File: src/rtl/stspin_pkg.sv
package stspin_pkg;

   typedef enum logic [1:0] {
      SIG_LEVEL  = 2'b00,
      SIG_ERASE  = 2'b01,
      SIG_PROG   = 2'b10,
      SIG_EITHER = 2'b11
   } sig_mode_e;

   localparam int unsigned N_EVT = 2;   // bit 0 erase, bit 1 program

   function automatic logic code_supported(input logic [3:0] mask, input logic [1:0] code);
      return mask[code];
   endfunction

   function automatic int unsigned cycles_for_ns(input int unsigned ns, input int unsigned clk_ps);
      return (ns * 1000 + clk_ps - 1) / clk_ps;
   endfunction

endpackage

File: src/rtl/stspin_cfg.sv
module stspin_cfg
   import stspin_pkg::*;
#(
   parameter int unsigned DATA_W    = 16,
   parameter logic [3:0]  MODE_MASK = 4'b1111
) (
   input  logic              clk_i,
   input  logic              rst_ni,
   input  logic              we_i,
   input  logic [DATA_W-1:0] data_i,
   input  logic              busy_i,
   input  logic              susp_i,
   output sig_mode_e         mode_o,
   output logic              accept_o,
   output logic              reject_o
);

   logic [1:0] code;
   logic       idle;
   logic       legal;
   sig_mode_e  mode_q;

   assign code  = data_i[1:0];
   assign idle  = !busy_i && !susp_i;
   assign legal = code_supported(MODE_MASK, code);

   assign accept_o = we_i && idle && legal;
   assign reject_o = we_i && !(idle && legal);

   always_ff @(posedge clk_i or negedge rst_ni) begin
      if (!rst_ni) begin
         mode_q <= SIG_LEVEL;
      end else if (accept_o) begin
         mode_q <= sig_mode_e'(code);
      end
   end

   assign mode_o = mode_q;

endmodule

File: src/rtl/stspin_pulse.sv
module stspin_pulse #(
   parameter int unsigned PULSE_CYC = 125,
   localparam int unsigned CNT_W    = $clog2(PULSE_CYC + 1)
) (
   input  logic clk_i,
   input  logic rst_ni,
   input  logic fire_i,
   input  logic clear_i,
   output logic active_o
);

   localparam logic [CNT_W-1:0] RELOAD = CNT_W'(PULSE_CYC);

   logic [CNT_W-1:0] cnt_q;

   always_ff @(posedge clk_i or negedge rst_ni) begin
      if (!rst_ni) begin
         cnt_q <= '0;
      end else if (clear_i) begin
         cnt_q <= '0;
      end else if (fire_i) begin
         cnt_q <= RELOAD;            // restart, so a late event is not lost
      end else if (cnt_q != '0) begin
         cnt_q <= cnt_q - 1'b1;
      end
   end

   assign active_o = (cnt_q != '0);

endmodule

File: src/rtl/stspin_stat.sv
module stspin_stat (
   input  logic       clk_i,
   input  logic       rst_ni,
   input  logic       busy_i,
   input  logic       err_set_i,
   input  logic       err_clr_i,
   output logic       busy_q_o,
   output logic [7:0] status_o
);

   localparam int unsigned N_ERR = 2;   // command error and sequence error flags

   logic             busy_q;
   logic [N_ERR-1:0] err_q;

   always_ff @(posedge clk_i or negedge rst_ni) begin
      if (!rst_ni) begin
         busy_q <= 1'b0;
      end else begin
         busy_q <= busy_i;
      end
   end

   for (genvar g = 0; g < N_ERR; g++) begin : g_err
      always_ff @(posedge clk_i or negedge rst_ni) begin
         if (!rst_ni) begin
            err_q[g] <= 1'b0;
         end else if (err_set_i) begin
            err_q[g] <= 1'b1;
         end else if (err_clr_i) begin
            err_q[g] <= 1'b0;
         end
      end
   end

   assign busy_q_o = busy_q;
   assign status_o = {~busy_q, 1'b0, err_q[1], err_q[0], 4'b0000};

endmodule

File: src/rtl/stspin_ctrl.sv
module stspin_ctrl
   import stspin_pkg::*;
#(
   parameter int unsigned DATA_W    = 16,
   parameter logic [3:0]  MODE_MASK = 4'b1111,
   parameter int unsigned CLK_PS    = 4000,
   parameter int unsigned PULSE_NS  = 500
) (
   input  logic              clk_i,
   input  logic              rst_ni,
   input  logic              cfg_we_i,
   input  logic [DATA_W-1:0] cfg_data_i,
   input  logic              clr_stat_i,
   input  logic              wsm_busy_i,
   input  logic              wsm_susp_i,
   input  logic              erase_done_i,
   input  logic              prog_done_i,
   input  logic              lock_op_i,
   output logic              sts_no,
   output logic [1:0]        mode_o,
   output logic [7:0]        status_o
);

   localparam int unsigned PULSE_CYC = cycles_for_ns(PULSE_NS, CLK_PS);

   if (DATA_W < 2) begin : g_bad_width
      $error("stspin_ctrl: DATA_W must hold a 2-bit mode code");
   end
   if (PULSE_CYC < 1) begin : g_bad_pulse
      $error("stspin_ctrl: pulse width rounds to zero cycles");
   end
   if (!MODE_MASK[0]) begin : g_bad_mask
      $error("stspin_ctrl: level mode is the reset mode and must be supported");
   end

   sig_mode_e          mode;
   logic               accept;
   logic               reject;
   logic               busy_q;
   logic               active;
   logic [N_EVT-1:0]   evt;
   logic [N_EVT-1:0]   evt_sel;
   logic               fire;

   stspin_cfg #(
      .DATA_W   (DATA_W),
      .MODE_MASK(MODE_MASK)
   ) u_cfg (
      .clk_i   (clk_i),
      .rst_ni  (rst_ni),
      .we_i    (cfg_we_i),
      .data_i  (cfg_data_i),
      .busy_i  (wsm_busy_i),
      .susp_i  (wsm_susp_i),
      .mode_o  (mode),
      .accept_o(accept),
      .reject_o(reject)
   );

   // Mode bit i enables completion source i; lock operations never qualify.
   assign evt = {prog_done_i, erase_done_i};
   for (genvar g = 0; g < N_EVT; g++) begin : g_evt
      assign evt_sel[g] = evt[g] && mode[g] && !lock_op_i;
   end
   assign fire = |evt_sel;

   stspin_pulse #(
      .PULSE_CYC(PULSE_CYC)
   ) u_pulse (
      .clk_i   (clk_i),
      .rst_ni  (rst_ni),
      .fire_i  (fire),
      .clear_i (accept),
      .active_o(active)
   );

   stspin_stat u_stat (
      .clk_i    (clk_i),
      .rst_ni   (rst_ni),
      .busy_i   (wsm_busy_i),
      .err_set_i(reject),
      .err_clr_i(clr_stat_i),
      .busy_q_o (busy_q),
      .status_o (status_o)
   );

   assign sts_no = (mode == SIG_LEVEL) ? ~busy_q : ~active;
   assign mode_o = mode;

endmodule

File: config.mk
export PLATFORM = sky130hd
export DESIGN_NAME = stspin_ctrl
export DESIGN_NICKNAME = d
export VERILOG_FILES = /design/src/rtl/stspin_pkg.sv /design/src/rtl/stspin_cfg.sv /design/src/rtl/stspin_pulse.sv /design/src/rtl/stspin_stat.sv /design/src/rtl/stspin_ctrl.sv
export SDC_FILE = /design/constraint.sdc
export NUM_CORES = 1
export LEC_CHECK = 0
export BUFFER_PORTS_ARGS = -buffer_cell sky130_fd_sc_hd__buf_2
export CAP_MARGIN = 10
export CORE_MARGIN = 2
export CORE_UTILIZATION = 38
export CTS_CLUSTER_DIAMETER = 200
export DETAILED_ROUTE_END_ITERATION = 12
export GPL_ROUTABILITY_DRIVEN = 0
export PLACE_DENSITY = 0.83
export REMOVE_ABC_BUFFERS = 1
export SYNTH_ARGS = -nofsm -noshare
export SYNTH_HDL_FRONTEND = slang
export SYNTH_SLANG_ARGS = --single-unit
File: constraint.sdc
create_clock -name clk_i -period 1.6 [get_ports clk_i]
set_input_delay 0.32 -clock clk_i [delete_from_list [all_inputs] [get_ports clk_i]]
set_output_delay 0.32 -clock clk_i [all_outputs]
set_load 0.02 [all_outputs]
==> flow_metrics.py, run 1 <==
metrics = {
    "sta": {
        "setup_violations": 8,
        "rsz0062_at_grt": "yes",
        "clock_skew_ns": 0.006294,
        "fin_crit_sh": 1.281,
        "hold_slack_ns": 0.1981,
        "maxSlewViolCount": 0,
        "fin_ws_ns": -0.4493,
        "final_hold_viol_count": 0,
        "min_period_ns": 2.049,
        "fmax_mhz": 488.0,
    },
    "synthesis": {
        "synthTopCellsByArea": "dfrtp_1, buf_4, nand2_1",
        "yosysTopAreaCell": "dfrtp_1",
        "yosysMostFrequentCell": "dfrtp_1",
        "synth_top_area_frac": 0.4297,
        "synth-seq-cells": 11,
        "synth_area_um2": 640.6,
        "async_flop_share": 1.000,
        "yosys-top-cells-count": "dfrtp_1, nand2_1, buf_4, inv_1, o21ai_0",
        "synth_cell_types": 30,
        "avgSynthCellArea_um2": 9.284,
        "synth-edff-count": 0,
        "synthFlopType": "dfrtp_1",
        "ys_seq_area_frac": 0.4297,
        "yosys_warnings": 0,
        "netlist_instances": 69,
    },
    "finish": {
        "final_nets": 129,
        "layout.cells.non_filler": 117,
        "design_area_um2": 918.4,
        "areaGrowthSynthToFinish_pct": 43.36,
        "n_antenna_cell": 0,
        "drive_above_1_share": 0.4554,
    },
    "die": {
        "die_area_um2": 2030,
        "start_util": 0.4156,
        "core_area_um2": 1541,
        "io-pin-count": 36,
        "die_width_um": 45.06,
        "die_h_um": 45.06,
        "rows": 14,
    },
    "worst_setup_path": {
        "cpLargestDelayFamily": "simple AND/OR/NAND/NOR gates",
        "cp_cell_sequence": "or4_4, or2_4, mux2i_1, buf_4",
        "critPathCaptureType": "primary output",
        "r2r-start": "u_pulse.cnt_q[4]$_DFFE_PN0P_",
        "cp-start-kind": "flip-flop",
        "cpPeakStageDelay_ns": 0.54,
        "critical_path_class": "flip-flop to primary output",
        "critPathArrivalTime_ns": 1.73,
        "cp.buffers_inverters": 1,
        "worstPathRequired_ns": 1.28,
        "cp_slowest_cell": "or4_4",
        "crit_start": "u_pulse.cnt_q[4]$_DFFE_PN0P_",
        "cp_max_fo": 2,
    },
    "place": {
        "place_inst": 109,
        "placed_cell_area_um2": 792.0,
        "portBuffers": 16,
        "dpl.hpwl_mm": 1.118,
    },
    "pwr": {
        "power_leakage_nw": 0.4429,
        "p_sw_frac": 0.3749,
        "seqPwrFrac": 0.296,
        "power_frac_comb": 0.576,
        "clkPwrFrac": 0.128,
        "power_per_cell_area_nw_per_um2": 1619,
        "p_total_w": 0.001487,
        "intPower_w": 0.0009295,
        "ir_drop_mv": 0.6036,
        "switchingPower_w": 0.0005575,
    },
    "clock_network": {
        "cts_root_buf": "clkbuf_4",
        "clk_latency_ns": 0.27,
        "path_clk_slew_ns": 0.07,
        "h-tree-depth": 1,
        "clk_path_buf_depth": 2,
        "cts_sinks": 11,
        "cts_tree": "built",
        "cts-buffers-inserted": 3,
    },
    "detailed_routing": {
        "drtIter0Drc": 5,
        "via_per_inst": 4.966,
        "drc": 0,
        "totalWireLength_mm": 1.562,
        "wl_per_cell_um": 13.35,
        "vias": 581,
        "drt_first_pass_iters": 4,
        "ant_nets": 0,
    },
    "global_route": {
        "grtUsageTotal": 0.1683,
        "antenna_found_initial": 0,
        "grt_pass1_vias": 588,
        "grt_pass1_wl_mm": 2.387,
        "grt_max_degree": 12,
        "overflow": 0,
    },
    "run": {
        "cap_violations": 0,
    },
    "status": {
        "violations": "setup timing",
        "status": "finished, violations left",
    },
    "worst_hold_path": {
        "hold_class": "input pin to flip-flop",
        "min_from": "wsm_busy_i",
    },
}
[path summary, 6_finish.rpt]
check                      cells after the start  slack (ns)                           end
min in group asynchronous                      2        0.44  u_pulse.cnt_q[5]$_DFFE_PN0P_
max reg2reg                                    6       -0.34  u_pulse.cnt_q[6]$_DFFE_PN0P_
min reg2reg                                    2        0.54   u_cfg.mode_o[0]$_DFFE_PN0P_
max                                            4       -0.45                        sts_no
max in group asynchronous                      2        0.95  u_pulse.cnt_q[6]$_DFFE_PN0P_
min                                            1        0.20     u_stat.busy_q_o$_DFF_PN0_
[metal layers]
layer | track usage | up-vias | share of wire
li1 | - | 291 | -
met1 | 0.1746 | 273 | 0.39
met2 | 0.2943 | 12 | 0.55
met3 | 0.06000 | 5 | 0.041
met4 | 0.08824 | 0 | 0.017
met5 | 0 | - | 0
[flip-flops by register name (all words and copies together) (netlist names)]
name,count
u_stat.busy_q_o,1
u_cfg.mode_o,2
u_pulse.cnt_q,7
u_stat.status_o,1
[metrics by stage]
step                TNS, ns  setup WS [ns]  utilization
floorplan           -0.4412        -0.3894            -
global placement    -0.5439        -0.2511       0.5138
detailed placement  -0.5725        -0.2437       0.5138
CTS                 -0.9686        -0.4450       0.5625
global route         -2.079        -0.5074       0.5958
finish               -1.714        -0.4493       0.5958
[placed cells by master, fill, tap and decap left out, drive strengths merged, types with 3 or more instances in the layout]
cell	Yosys	final
o31ai	3	3
o21ai	5	5
clkbuf	1	4
inv	6	6
conb	1	5
dfrtp	11	11
nand2	8	8
buf	7	31
[layout make-up]
cell class / count / area (um2)
clock buffer: 4 / 26.28
multi-input combinational: 48 / 357.8
tap: 16 / 20.02
sequential: 11 / 275.3
fill: 125 / 623.1
inverter: 6 / 22.52
timing repair buffer: 32 / 216.5
[power groups by stage]
stage                     logic [W]  clock network (W)  registers, W
after global routing       0.000950           0.000207      0.000452
after CTS                  0.000744           0.000196      0.000439
after detailed placement   0.000666                  0      0.000440
after global placement     0.000637                  0      0.000432
final                      0.000856           0.000191      0.000440
after floorplan            0.000335                  0      0.000474
[logic make-up after synthesis]
kind of cell	after synthesis	share of synthesized area
AO/OA/AOI/OAI	16	0.1738
AND/OR/NAND/NOR	21	0.1758
other	1	0.005854
flip-flops	11	0.4297
buffers and inverters	14	0.1191
XOR/XNOR	3	0.04102
adder cells (fa/ha/maj)	2	0.03906
multiplexers	1	0.01563
[what timing repair did]
item	CTS	global route
hold buffers	1	0
resized for setup	9	9
buffers inserted	2	1
hold endpoints to repair	11	0
pin swaps	7	7
setup endpoints to repair	4	8
No activity file was read; power rests on OpenSTA's default activity.
==> run 2: changes to the inputs <==
--- a/config.mk
+++ b/config.mk
@@ -6,13 +6,13 @@
 export NUM_CORES = 1
 export LEC_CHECK = 0
 export BUFFER_PORTS_ARGS = -buffer_cell sky130_fd_sc_hd__buf_2
-export CAP_MARGIN = 10
+export CAP_MARGIN = 5
 export CORE_MARGIN = 2
-export CORE_UTILIZATION = 38
+export CORE_UTILIZATION = 40
 export CTS_CLUSTER_DIAMETER = 200
 export DETAILED_ROUTE_END_ITERATION = 12
 export GPL_ROUTABILITY_DRIVEN = 0
-export PLACE_DENSITY = 0.83
+export PLACE_DENSITY = 0.84
 export REMOVE_ABC_BUFFERS = 1
 export SYNTH_ARGS = -nofsm -noshare
 export SYNTH_HDL_FRONTEND = slang
==> constraint.sdc (replaced) <==
create_clock -name clk_i -period 2.21 [get_ports clk_i]
set_input_delay 0.442 -clock clk_i [delete_from_list [all_inputs] [get_ports clk_i]]
set_output_delay 0.442 -clock clk_i [all_outputs]
set_load 0.02 [all_outputs]
==> flow_metrics.py, run 2 (same netlist as run 1, synthesis figures left out) <==
metrics = {
    "status": {
        "status": "complete, no violations",
    },
    "global_route": {
        "met2_usage": 0.2941,
        "overflow": 0,
        "grt.busiest_layer": "met2",
        "grt_pass1_vias": 583,
        "grt_max_degree": 12,
        "met3_usage": 0.05306,
        "grtUsageTotal": 0.1761,
        "grt_pass1_wl_mm": 2.401,
        "antenna_found_initial": 0,
        "grt_util_met1": 0.1844,
    },
    "worst_setup_path": {
        "critical_path_class": "flip-flop to primary output",
        "worstPathRequired_ns": 1.77,
        "timing.rr.end": "u_pulse.cnt_q[6]$_DFFE_PN0P_",
        "r2r_slack_ns": 0.44,
        "reg2regPathDepth": 4,
        "r2r-start": "u_pulse.cnt_q[4]$_DFFE_PN0P_",
        "cp-start-kind": "flip-flop",
        "cp_max_fo": 3,
        "critPathCaptureType": "primary output",
        "critPathArrivalTime_ns": 1.75,
    },
    "sta": {
        "fmax_mhz": 455.9,
        "min_period_ns": 2.194,
        "fin_crit_sh": 0.9926,
        "fin_ws_ns": 0.01633,
        "tns_ns": 0,
        "rsz0062_at_grt": "yes",
        "clock_skew_ns": 0.004712,
        "maxSlewViolCount": 0,
        "setup_violations": 0,
        "final_hold_viol_count": 0,
        "hold_slack_ns": 0.01691,
    },
    "finish": {
        "layout_commonest_cell": "buf_2",
        "drive_above_1_share": 0.3261,
        "areaGrowthSynthToFinish_pct": 23.24,
        "largest_register_ffs": 7,
        "final_nets": 120,
        "final_cell_mix": "buf_2, dfrtp_1, nand2_1, buf_4, inv_1",
        "fillerInstances": 137,
        "fin_util": 0.5241,
        "n_antenna_cell": 0,
        "regMostFlops": "u_pulse.cnt_q",
    },
    "pwr": {
        "ir_drop_mv": 0.4005,
        "power_leakage_nw": 0.3857,
        "power_per_cell_area_nw_per_um2": 1136,
    },
    "die": {
        "rows": 14,
        "die_area_um2": 1938,
        "start_util": 0.4252,
        "core_area_um2": 1506,
        "io-pin-count": 36,
        "die_h_um": 44.02,
        "die_width_um": 44.02,
    },
    "place": {
        "portBuffers": 16,
        "dp_slack_ns": 0.2117,
        "dpl.hpwl_mm": 1.066,
    },
    "clock_network": {
        "h-tree-depth": 1,
        "clk_path_buf_depth": 2,
        "path_clk_slew_ns": 0.08,
        "cts_hold_buffers": 0,
        "cts-buffers-inserted": 3,
        "cts_tree": "built",
        "cts_sinks": 11,
        "cts_root_buf": "clkbuf_4",
        "clk_latency_ns": 0.28,
    },
    "detailed_routing": {
        "wl_per_cell_um": 13.91,
        "drc": 0,
        "via_per_inst": 5.426,
        "drt_first_pass_iters": 5,
        "drtIter0Drc": 19,
        "vias": 586,
        "ant_nets": 0,
        "totalWireLength_mm": 1.502,
    },
    "run": {
        "cap_violations": 0,
    },
    "worst_hold_path": {
        "hold_class": "input pin to asynchronous set/reset pin",
    },
}
==> run 2: cell types whose count changed in the layout (fill, tap and decap cells not counted), sizes merged <==
cell,change
buf,-8
dlygate4sd3,-1
==> run 2: metrics by stage <==
| step | cell area (um2) | std cells | total power [W] |
|---|---|---|---|
| final | 789.5 | 108 | 0.0008971 |
| after global routing | 789.5 | 108 | 0.0009598 |
| after CTS | 774.5 | 106 | 0.0008917 |
| after detailed placement | 716.9 | 99 | 0.0006891 |
| after global placement | 716.9 | 99 | 0.0006565 |
| after floorplan | 601.8 | 65 | 0.0005855 |
==> run 2: power by group <==
| part | internal, W | switching [W] | total, W |
|---|---|---|---|
| logic | 0.000206 | 0.000206 | 0.000412 |
| clock network | 0.0000701 | 0.0000766 | 0.000147 |
| registers | 0.000275 | 0.0000635 | 0.000338 |
| total | 0.000551 | 0.000346 | 0.000897 |
==> run 2: critical path, stage by stage, from the launching register on <==
cell	delay [ns]
dfrtp_1	0.40
or4_4	0.54
or2_4	0.25
mux2i_1	0.12
buf_4	0.16
==> run 2: per-layer routing <==
| metal | wire, um | vias to the layer above |
|---|---|---|
| li1 | - | 274 |
| met1 | 631 | 293 |
| met2 | 804 | 14 |
| met3 | 34 | 5 |
| met4 | 31 | 0 |
| met5 | 0 | - |
==> run 2: timing repair <==
action	in CTS	in global routing
setup endpoints to repair	1	1
buffers inserted	3	2
gates resized for setup	3	0
pin swaps	0	1
==> run 2: area by class of cell <==
class                   count  area [um2]  share of cell area
flip-flops and latches     11       275.3              0.3487
inverters                   6       22.52             0.02853
clock buffers               4       26.28             0.03328
well taps                  16       20.02             0.02536
repair buffers             23       135.1              0.1712
multi-input cells          48       310.3              0.3930
==> run 2: how the worst max path moves through the flow <==
stage | from | endpoint | slack [ns] | depth (start not counted)
global route | u_pulse.cnt_q[4]$_DFFE_PN0P_ | sts_no | -0.04 | 4
global placement | u_pulse.cnt_q[4]$_DFFE_PN0P_ | sts_no | 0.20 | 4
finish | u_pulse.cnt_q[4]$_DFFE_PN0P_ | sts_no | 0.02 | 4
floorplan | u_pulse.cnt_q[4]$_DFFE_PN0P_ | sts_no | 0.1 | 3
detailed placement | u_pulse.cnt_q[3]$_DFFE_PN0P_ | sts_no | 0.21 | 4
CTS | u_pulse.cnt_q[4]$_DFFE_PN0P_ | sts_no | 0.008 | 4
